## src/rtl/hpt_pkg.sv

```systemverilog
package hpt_pkg;
  localparam int VSID_W    = 24;
  localparam int VOFF_W    = 28;
  localparam int PIDX_W    = 16;
  localparam int API_W     = 6;
  localparam int PAGE_BITS = 12;
  localparam int WORD_W    = 32;
  localparam int W0_VALID  = 31;
  localparam int W0_SEC    = 6;
  localparam int W1_REF    = 8;
  localparam int W1_CHG    = 7;

  typedef enum logic [2:0] {
    ST_IDLE,
    ST_START,
    ST_RD0,
    ST_RD1,
    ST_WB
  } walk_state_t;
endpackage

```

## src/rtl/hpt_hash.sv

```systemverilog
module hpt_hash
  import hpt_pkg::*;
#(
  parameter int ADDR_W    = 32,
  parameter int GRP_SHIFT = 6
) (
  input  logic [VSID_W-1:0] vsid,
  input  logic [PIDX_W-1:0] pidx,
  input  logic              secondary,
  input  logic [ADDR_W-1:0] base,
  input  logic [ADDR_W-1:0] mask,
  output logic [ADDR_W-1:0] grp_addr,
  output logic [VSID_W+API_W-1:0] tag
);
  localparam int WIDE_W = ADDR_W + WORD_W;

  logic [WORD_W-1:0] hash_pri;
  logic [WORD_W-1:0] hash_sel;
  logic [WIDE_W-1:0] scaled;

  always_comb begin
    hash_pri = {{(WORD_W-VSID_W){1'b0}}, vsid} ^ {{(WORD_W-PIDX_W){1'b0}}, pidx};
    hash_sel = secondary ? ~hash_pri : hash_pri;
    scaled   = {{ADDR_W{1'b0}}, hash_sel} << GRP_SHIFT;
    grp_addr = base + (scaled[ADDR_W-1:0] & mask);
    tag      = {vsid, pidx[PIDX_W-1 -: API_W]};
  end
endmodule

```

## src/rtl/hpt_match.sv

```systemverilog
module hpt_match
  import hpt_pkg::*;
(
  input  logic [WORD_W-1:0]       word0,
  input  logic [VSID_W+API_W-1:0] tag,
  input  logic                    pass,
  output logic                    match
);
  logic [VSID_W+API_W-1:0] entry_tag;

  always_comb begin
    entry_tag = {word0[W0_VALID-1:W0_SEC+1], word0[W0_SEC-1:0]};
    match     = word0[W0_VALID] && (word0[W0_SEC] == pass) && (entry_tag == tag);
  end
endmodule

```

## src/rtl/hpt_rc_update.sv

```systemverilog
module hpt_rc_update
  import hpt_pkg::*;
(
  input  logic [WORD_W-1:0] word1,
  input  logic              store,
  output logic [WORD_W-1:0] word1_new,
  output logic              changed
);
  always_comb begin
    word1_new         = word1;
    word1_new[W1_REF] = 1'b1;
    if (store) word1_new[W1_CHG] = 1'b1;
    changed = (word1_new != word1);
  end
endmodule

```

## src/rtl/hpt_walker.sv

```systemverilog
module hpt_walker
  import hpt_pkg::*;
#(
  parameter int ADDR_W        = 32,
  parameter int GROUP_ENTRIES = 8
) (
  input  logic              clk,
  input  logic              rst,
  input  logic              req_valid,
  input  logic              req_store,
  input  logic [VSID_W-1:0] seg_vsid,
  input  logic [VOFF_W-1:0] va_off,
  input  logic [ADDR_W-1:0] tbl_base,
  input  logic [ADDR_W-1:0] tbl_mask,
  output logic              busy,
  output logic              done,
  output logic              hit,
  output logic [WORD_W-1:0] pa,
  output logic [WORD_W-1:0] pte_hi,
  output logic [WORD_W-1:0] pte_lo,
  output logic              wr_grant,
  output logic              mem_req,
  output logic              mem_we,
  output logic [ADDR_W-1:0] mem_addr,
  output logic [WORD_W-1:0] mem_wdata,
  input  logic              mem_ack,
  input  logic [WORD_W-1:0] mem_rdata
);
  localparam int ENTRY_BYTES = 2 * (WORD_W / 8);
  localparam int ENT_SHIFT   = $clog2(ENTRY_BYTES);
  localparam int GRP_SHIFT   = $clog2(GROUP_ENTRIES * ENTRY_BYTES);
  localparam int IDX_W       = $clog2(GROUP_ENTRIES);
  localparam logic [IDX_W-1:0] LAST_IDX = IDX_W'(GROUP_ENTRIES - 1);
  localparam int W1_OFF      = WORD_W / 8;

  walk_state_t state;
  logic [VSID_W-1:0] vsid_q;
  logic [VOFF_W-1:0] voff_q;
  logic              store_q;
  logic              pass_q;
  logic [IDX_W-1:0]  idx_q;
  logic [ADDR_W-1:0] grp_q;
  logic [WORD_W-1:0] w0_q;
  logic [WORD_W-1:0] w1_new_q;

  logic [ADDR_W-1:0]        grp_addr;
  logic [VSID_W+API_W-1:0]  tag;
  logic                     match;
  logic [WORD_W-1:0]        w1_new;
  logic                     w1_changed;
  logic [IDX_W-1:0]         idx_nxt;
  logic [ADDR_W-1:0]        next_entry_addr;
  logic                     ack_now;

  hpt_hash #(.ADDR_W(ADDR_W), .GRP_SHIFT(GRP_SHIFT)) u_hash (
    .vsid      (vsid_q),
    .pidx      (voff_q[VOFF_W-1:PAGE_BITS]),
    .secondary (pass_q),
    .base      (tbl_base),
    .mask      (tbl_mask),
    .grp_addr  (grp_addr),
    .tag       (tag)
  );

  hpt_match u_match (
    .word0 (mem_rdata),
    .tag   (tag),
    .pass  (pass_q),
    .match (match)
  );

  hpt_rc_update u_rc (
    .word1     (mem_rdata),
    .store     (store_q),
    .word1_new (w1_new),
    .changed   (w1_changed)
  );

  always_comb begin
    idx_nxt         = idx_q + 1'b1;
    next_entry_addr = grp_q + {{(ADDR_W-IDX_W-ENT_SHIFT){1'b0}}, idx_nxt, {ENT_SHIFT{1'b0}}};
    ack_now         = mem_req && mem_ack;
    busy            = (state != ST_IDLE);
  end

  always_ff @(posedge clk) begin
    if (rst) begin
      state     <= ST_IDLE;
      vsid_q    <= '0;
      voff_q    <= '0;
      store_q   <= 1'b0;
      pass_q    <= 1'b0;
      idx_q     <= '0;
      grp_q     <= '0;
      w0_q      <= '0;
      w1_new_q  <= '0;
      done      <= 1'b0;
      hit       <= 1'b0;
      pa        <= '0;
      pte_hi    <= '0;
      pte_lo    <= '0;
      wr_grant  <= 1'b0;
      mem_req   <= 1'b0;
      mem_we    <= 1'b0;
      mem_addr  <= '0;
      mem_wdata <= '0;
    end else begin
      done <= 1'b0;
      if (ack_now) mem_req <= 1'b0;
      case (state)
        ST_IDLE: begin
          if (req_valid) begin
            vsid_q  <= seg_vsid;
            voff_q  <= va_off;
            store_q <= req_store;
            pass_q  <= 1'b0;
            state   <= ST_START;
          end
        end
        ST_START: begin
          grp_q    <= grp_addr;
          mem_addr <= grp_addr;
          mem_we   <= 1'b0;
          mem_req  <= 1'b1;
          idx_q    <= '0;
          state    <= ST_RD0;
        end
        ST_RD0: begin
          if (ack_now) begin
            if (match) begin
              w0_q     <= mem_rdata;
              mem_addr <= mem_addr + ADDR_W'(W1_OFF);
              mem_req  <= 1'b1;
              state    <= ST_RD1;
            end else if (idx_q != LAST_IDX) begin
              idx_q    <= idx_nxt;
              mem_addr <= next_entry_addr;
              mem_req  <= 1'b1;
            end else if (!pass_q) begin
              pass_q <= 1'b1;
              state  <= ST_START;
            end else begin
              done     <= 1'b1;
              hit      <= 1'b0;
              wr_grant <= 1'b0;
              state    <= ST_IDLE;
            end
          end
        end
        ST_RD1: begin
          if (ack_now) begin
            w1_new_q <= w1_new;
            if (w1_changed) begin
              mem_we    <= 1'b1;
              mem_wdata <= w1_new;
              mem_req   <= 1'b1;
              state     <= ST_WB;
            end else begin
              done     <= 1'b1;
              hit      <= 1'b1;
              pa       <= {mem_rdata[WORD_W-1:PAGE_BITS], voff_q[PAGE_BITS-1:0]};
              pte_hi   <= w0_q;
              pte_lo   <= w1_new;
              wr_grant <= store_q;
              state    <= ST_IDLE;
            end
          end
        end
        ST_WB: begin
          if (ack_now) begin
            mem_we   <= 1'b0;
            done     <= 1'b1;
            hit      <= 1'b1;
            pa       <= {w1_new_q[WORD_W-1:PAGE_BITS], voff_q[PAGE_BITS-1:0]};
            pte_hi   <= w0_q;
            pte_lo   <= w1_new_q;
            wr_grant <= store_q;
            state    <= ST_IDLE;
          end
        end
        default: state <= ST_IDLE;
      endcase
    end
  end

  // an outstanding request keeps its address, direction and data
  assert_req_stable_R10: assert property (@(posedge clk) disable iff (rst)
    (mem_req && !mem_ack) |=> (mem_req && $stable(mem_addr) && $stable(mem_we) && $stable(mem_wdata)));

  assert_done_pulse_R10: assert property (@(posedge clk) disable iff (rst)
    done |=> !done);

  assert_done_idle_R10: assert property (@(posedge clk) disable iff (rst)
    done |-> !busy);

  // write grant only for a store that hit
  assert_grant_store_R8: assert property (@(posedge clk) disable iff (rst)
    (done && wr_grant) |-> (hit && store_q));

  // any write carries the referenced bit and follows a second-word read
  assert_wb_ref_R7: assert property (@(posedge clk) disable iff (rst)
    (mem_req && mem_we) |-> mem_wdata[W1_REF]);

  assert_wb_after_read_R7: assert property (@(posedge clk) disable iff (rst)
    $rose(mem_we) |-> ($past(state) == ST_RD1));

  // word-aligned accesses
  assert_addr_align_R2: assert property (@(posedge clk) disable iff (rst)
    mem_req |-> (mem_addr[1:0] == 2'b00));

  // a reported hit has a valid first word for the requested segment
  assert_hit_valid_R3: assert property (@(posedge clk) disable iff (rst)
    (done && hit) |-> (pte_hi[W0_VALID] && (pte_hi[W0_VALID-1:W0_SEC+1] == vsid_q)));
endmodule

```

## config.mk

```make
export PLATFORM = sky130hd
export DESIGN_NAME = hpt_walker
export DESIGN_NICKNAME = d
export VERILOG_FILES = /design/src/rtl/hpt_pkg.sv /design/src/rtl/hpt_hash.sv /design/src/rtl/hpt_match.sv /design/src/rtl/hpt_rc_update.sv /design/src/rtl/hpt_walker.sv
export SDC_FILE = /design/constraint.sdc
export NUM_CORES = 1
export LEC_CHECK = 0
export ABC_AREA = 1
export BUFFER_PORTS_ARGS = -buffer_cell sky130_fd_sc_hd__buf_2
export CAP_MARGIN = 20
export CELL_PAD_IN_SITES_DETAIL_PLACEMENT = 0
export CELL_PAD_IN_SITES_GLOBAL_PLACEMENT = 1
export CORE_UTILIZATION = 42
export DETAILED_ROUTE_END_ITERATION = 10
export GPL_TIMING_DRIVEN = 0
export PLACE_DENSITY_LB_ADDON = 0.3
export SLEW_MARGIN = 25
export SYNTH_ARGS = -nofsm -noshare
export SYNTH_HDL_FRONTEND = slang
export SYNTH_SLANG_ARGS = --single-unit
```

## constraint.sdc

```tcl
create_clock -name clk -period 4.7 [get_ports clk]
set_input_delay 0.235 -clock clk [delete_from_list [all_inputs] [get_ports clk]]
set_output_delay 0.235 -clock clk [all_outputs]
set_load 0.01 [all_outputs]
```

==> key figures <==
Floorplanning
  • Initial Utilization: 43.07%
  • Die width: 199.2 microns
  • Total die area: 0.03969 sq mm
  • Rows: 71
  • IO Count: 319
  • Vert. Die Dim: 199.2 microns
  • Core ar.: 0.03793 sq mm

Yosys
  • Synth Area per Inst: 6.468 sq um
  • Top cells by area, synth: dfxtp_1 37%, nand2_1 16%, nor2_1 7.7%
  • Cell count after synthesis: 2526
  • Post-synthesis cell type count: 36
  • Most common cell in the synthesized netlist: nand2_1
  • Register area share after synthesis: 36.88%
  • XOR/XNOR Fraction of Synth Area: 4.021%
  • Synth warn: 0
  • Post-synth ARST share: 0%
  • Syn Nets: 2712
  • Synth Register Bits: 301
  • Synth Area in Compound Gates: 17.22%
  • Adder-cell area share of the yosys netlist: 2.619%
  • Synth Cell Area: 0.01634 sq mm
  • Largest family of logic cells by synthesized area: simple AND/OR/NAND/NOR gates
  • Post-synthesis simple-gate area fraction: 29.62%
  • Post-synth EDFFs: 0
  • Main flop type after synthesis: dfxtp_1
  • Top cells by count, synth: 695 x nand2_1, 333 x nor2_1, 301 x dfxtp_1, 248 x inv_1, 215 x o21ai_0
  • Synth top area share: 36.88%
  • Mux cell area share after synthesis: 0%
  • Top cell type by total area after synthesis: dfxtp_1

Detailed routing
  • Vias post-DR: 18.35k
  • Detailed Route WL: 68.30 mm
  • Detailed-route DRC error count: 0
  • Final ANT Viol Nets: 0
  • DRT Pass-1 Iters: 5
  • Routed vias/inst: 5.246
  • Routed WL per cell: 19.53 microns
  • Initial DRC Count: 1360

STA
  • Setup tns final: 0 ns
  • Normalized max-slew margin: 34.20%
  • Fmax: 264.6 MHz
  • Fin crit share: 80.42%
  • Setup Skew: 0.02506 ns
  • Fin. max-slew vios: 0
  • RSZ-0062 raised after global routing: false
  • Final setup viols: 0
  • Final Hold Viols: 0
  • Post-layout min period: 3.780 ns
  • Worst slew pin tran: 0.9869 ns

GRT
  • Vias in the first global route: 17.62k
  • Largest net degree at the start of global routing: 14
  • Total congestion overflow: 0
  • First-pass GRT wire length: 101.9 mm
  • Total track usage: 34.18%
  • Antenna violations before repair: 1

Power and ir drop
  • Pwr Total: 9.821 mW
  • VDD IR-drop max: 0.2964 mV
  • Leak pwr: 9.831 nW
  • P per Cell Area: 476.1 mW/mm^2

Layout
  • ANT cells: 0
  • Area Overhead vs Synth: 26.27%
  • Layout cells sized above 1: 14.67%
  • Fin cells: 3497
  • Layout Nets: 3146
  • Fillers: 3939

Setup path
  • Worst EP arrival: 4.27 ns
  • Cells on worst reg2reg path: 16
  • CP endpoint kind: flop
  • Crit Path Max Fanout: 10
  • R2R Path Start: pass_q
  • RR Endpoint: mem_addr[20]
  • Setup CP Type: flop to flop
  • Reg2reg setup slack: 0.92 ns
  • WP data required: 5.19 ns
  • Critical Path Start Type: flop

CTS
  • Clock tree buffer depth: 3
  • CTS Sinks: 301
  • Hold_buf cts: 85
  • Skew-Pair Late Insertion Delay: 0.56 ns
  • Root buffer cell: clkbuf_16
  • Post-CTS setup buffers: 0
  • # resized after CTS: 0
  • Clock slew at reported path FFs: 0.06 ns
  • Max H-tree Level: 2
  • CTS buffer count: 35
  • CTS tree: yes

Placement
  • RD Place Congestion: 0.9934
  • Placed cells: 3349
  • PortBufs: 312
  • Detail Placement HPWL: 54.66 mm

Status
  • Status: complete, no violations

Worst hold path
  • Worst hold endpoint: mem_wdata[26]
  • Hold path depth: 3
  • HP Start: mem_rdata[26]
  • Hold Crit Class: primary input to flop

Run
  • Max cap viols: 0
==> registers in the layout, indices dropped and copies added (netlist names), 3 cells and up <==
register	flops
state	3
grp_q	32
w0_q	32
voff_q	28
w1_new_q	32
pa	32
pte_hi	32
pte_lo	12
mem_wdata	32
idx_q	3
mem_addr	32
vsid_q	24
==> critical path, stage by stage (launching register included) <==
cell	delay [ns]
dfxtp_1	0.53
buf_2	0.35
buf_1	0.57
xor2_1	0.23
nor2_1	0.09
ha_1	0.40
nand2_1	0.15
nor2_1	0.19
inv_1	0.08
a21oi_1	0.21
nor2_1	0.07
nand2_1	0.09
xor2_1	0.43
nand2_1	0.10
nand2_1	0.08
nor2_1	0.04
nor2_1	0.07
==> power breakdown <==
group / internal, mW / switching (mW)
Combinational: 1.18 / 2.42
Sequential: 2.89 / 0.416
Clock: 1.74 / 1.17
Total: 5.82 / 4.00
==> area by class of cell <==
type / instances / area (sq um) / share of cell area, %
multi-input cells: 1840 / 8736 / 42.35
clock buffers: 52 / 1060 / 5.137
flip-flops and latches: 301 / 6026 / 29.21
clock inverters: 11 / 180.2 / 0.8734
well taps: 511 / 639.4 / 3.099
inverters: 257 / 964.7 / 4.676
plain buffers: 128 / 610.6 / 2.960
repair buffers: 397 / 2412 / 11.69
==> worst max-delay path by stage <==
| stage | start | end | slack, ns | cells after the start |
|---|---|---|---|---|
| after floorplan | pass_q | mem_addr[21] | 2.11 | 14 |
| after detailed placement | pass_q | mem_addr[20] | 0.96 | 16 |
| final | pass_q | mem_addr[20] | 0.92 | 16 |
| after global routing | pass_q | mem_addr[20] | 0.55 | 16 |
| after CTS | pass_q | mem_addr[20] | 0.93 | 16 |
| after global placement | pass_q | mem_addr[20] | 0.96 | 16 |
==> stage by stage <==
| stage | util (%) | cell area (sq um) | hold WS [ns] | setup slack, ns |
|---|---|---|---|---|
| after floorplan | - | 16340 | 0.3699 | 2.108 |
| after global placement | 48.87 | 18540 | 0.4362 | 0.9563 |
| after detailed placement | 48.87 | 18540 | 0.4436 | 0.9580 |
| after CTS | 54.38 | 20630 | 0.01033 | 0.9256 |
| after global routing | 54.38 | 20630 | 0.04284 | 0.5500 |
| final | 54.38 | 20630 | 0.03333 | 0.9202 |
==> cells in the final DEF, fill, tap and decap left out, types with 31 or more instances in the layout <==
cell type	count
a211oi_1	31
a21oi_1	213
a31oi_1	33
buf_2	341
clkbuf_1	75
clkbuf_16	35
dfxtp_1	301
dlygate4sd3_1	85
ha_1	31
inv_1	248
nand2_1	695
nand3_1	122
nor2_1	333
o21ai_0	215
xnor2_1	35
xor2_1	40
==> logic make-up (layout without fill, tap and decap cells) <==
family                     count (synthesis)  after routing
and+or+nand+nor                         1208           1208
AOI/OAI and AO/OA                        524            524
xor gates and xnor gates                  75             75
DFF                                      301            301
buffers and inverters                    385            845
adders and majority gates                 33             33
==> layer usage <==
layer / track usage [%] / wire length [microns] / part of all wire (%) / vias to the layer above
met5: 0 / 11 / 0.016 / -
met4: 11.94 / 2085 / 3.1 / 2
met3: 4.135 / 3938 / 5.8 / 102
met2: 60.63 / 33690 / 49 / 651
met1: 42.35 / 28570 / 42 / 8617
li1: - / - / - / 8973
Note: power is estimated with default switching activity, not from simulation.
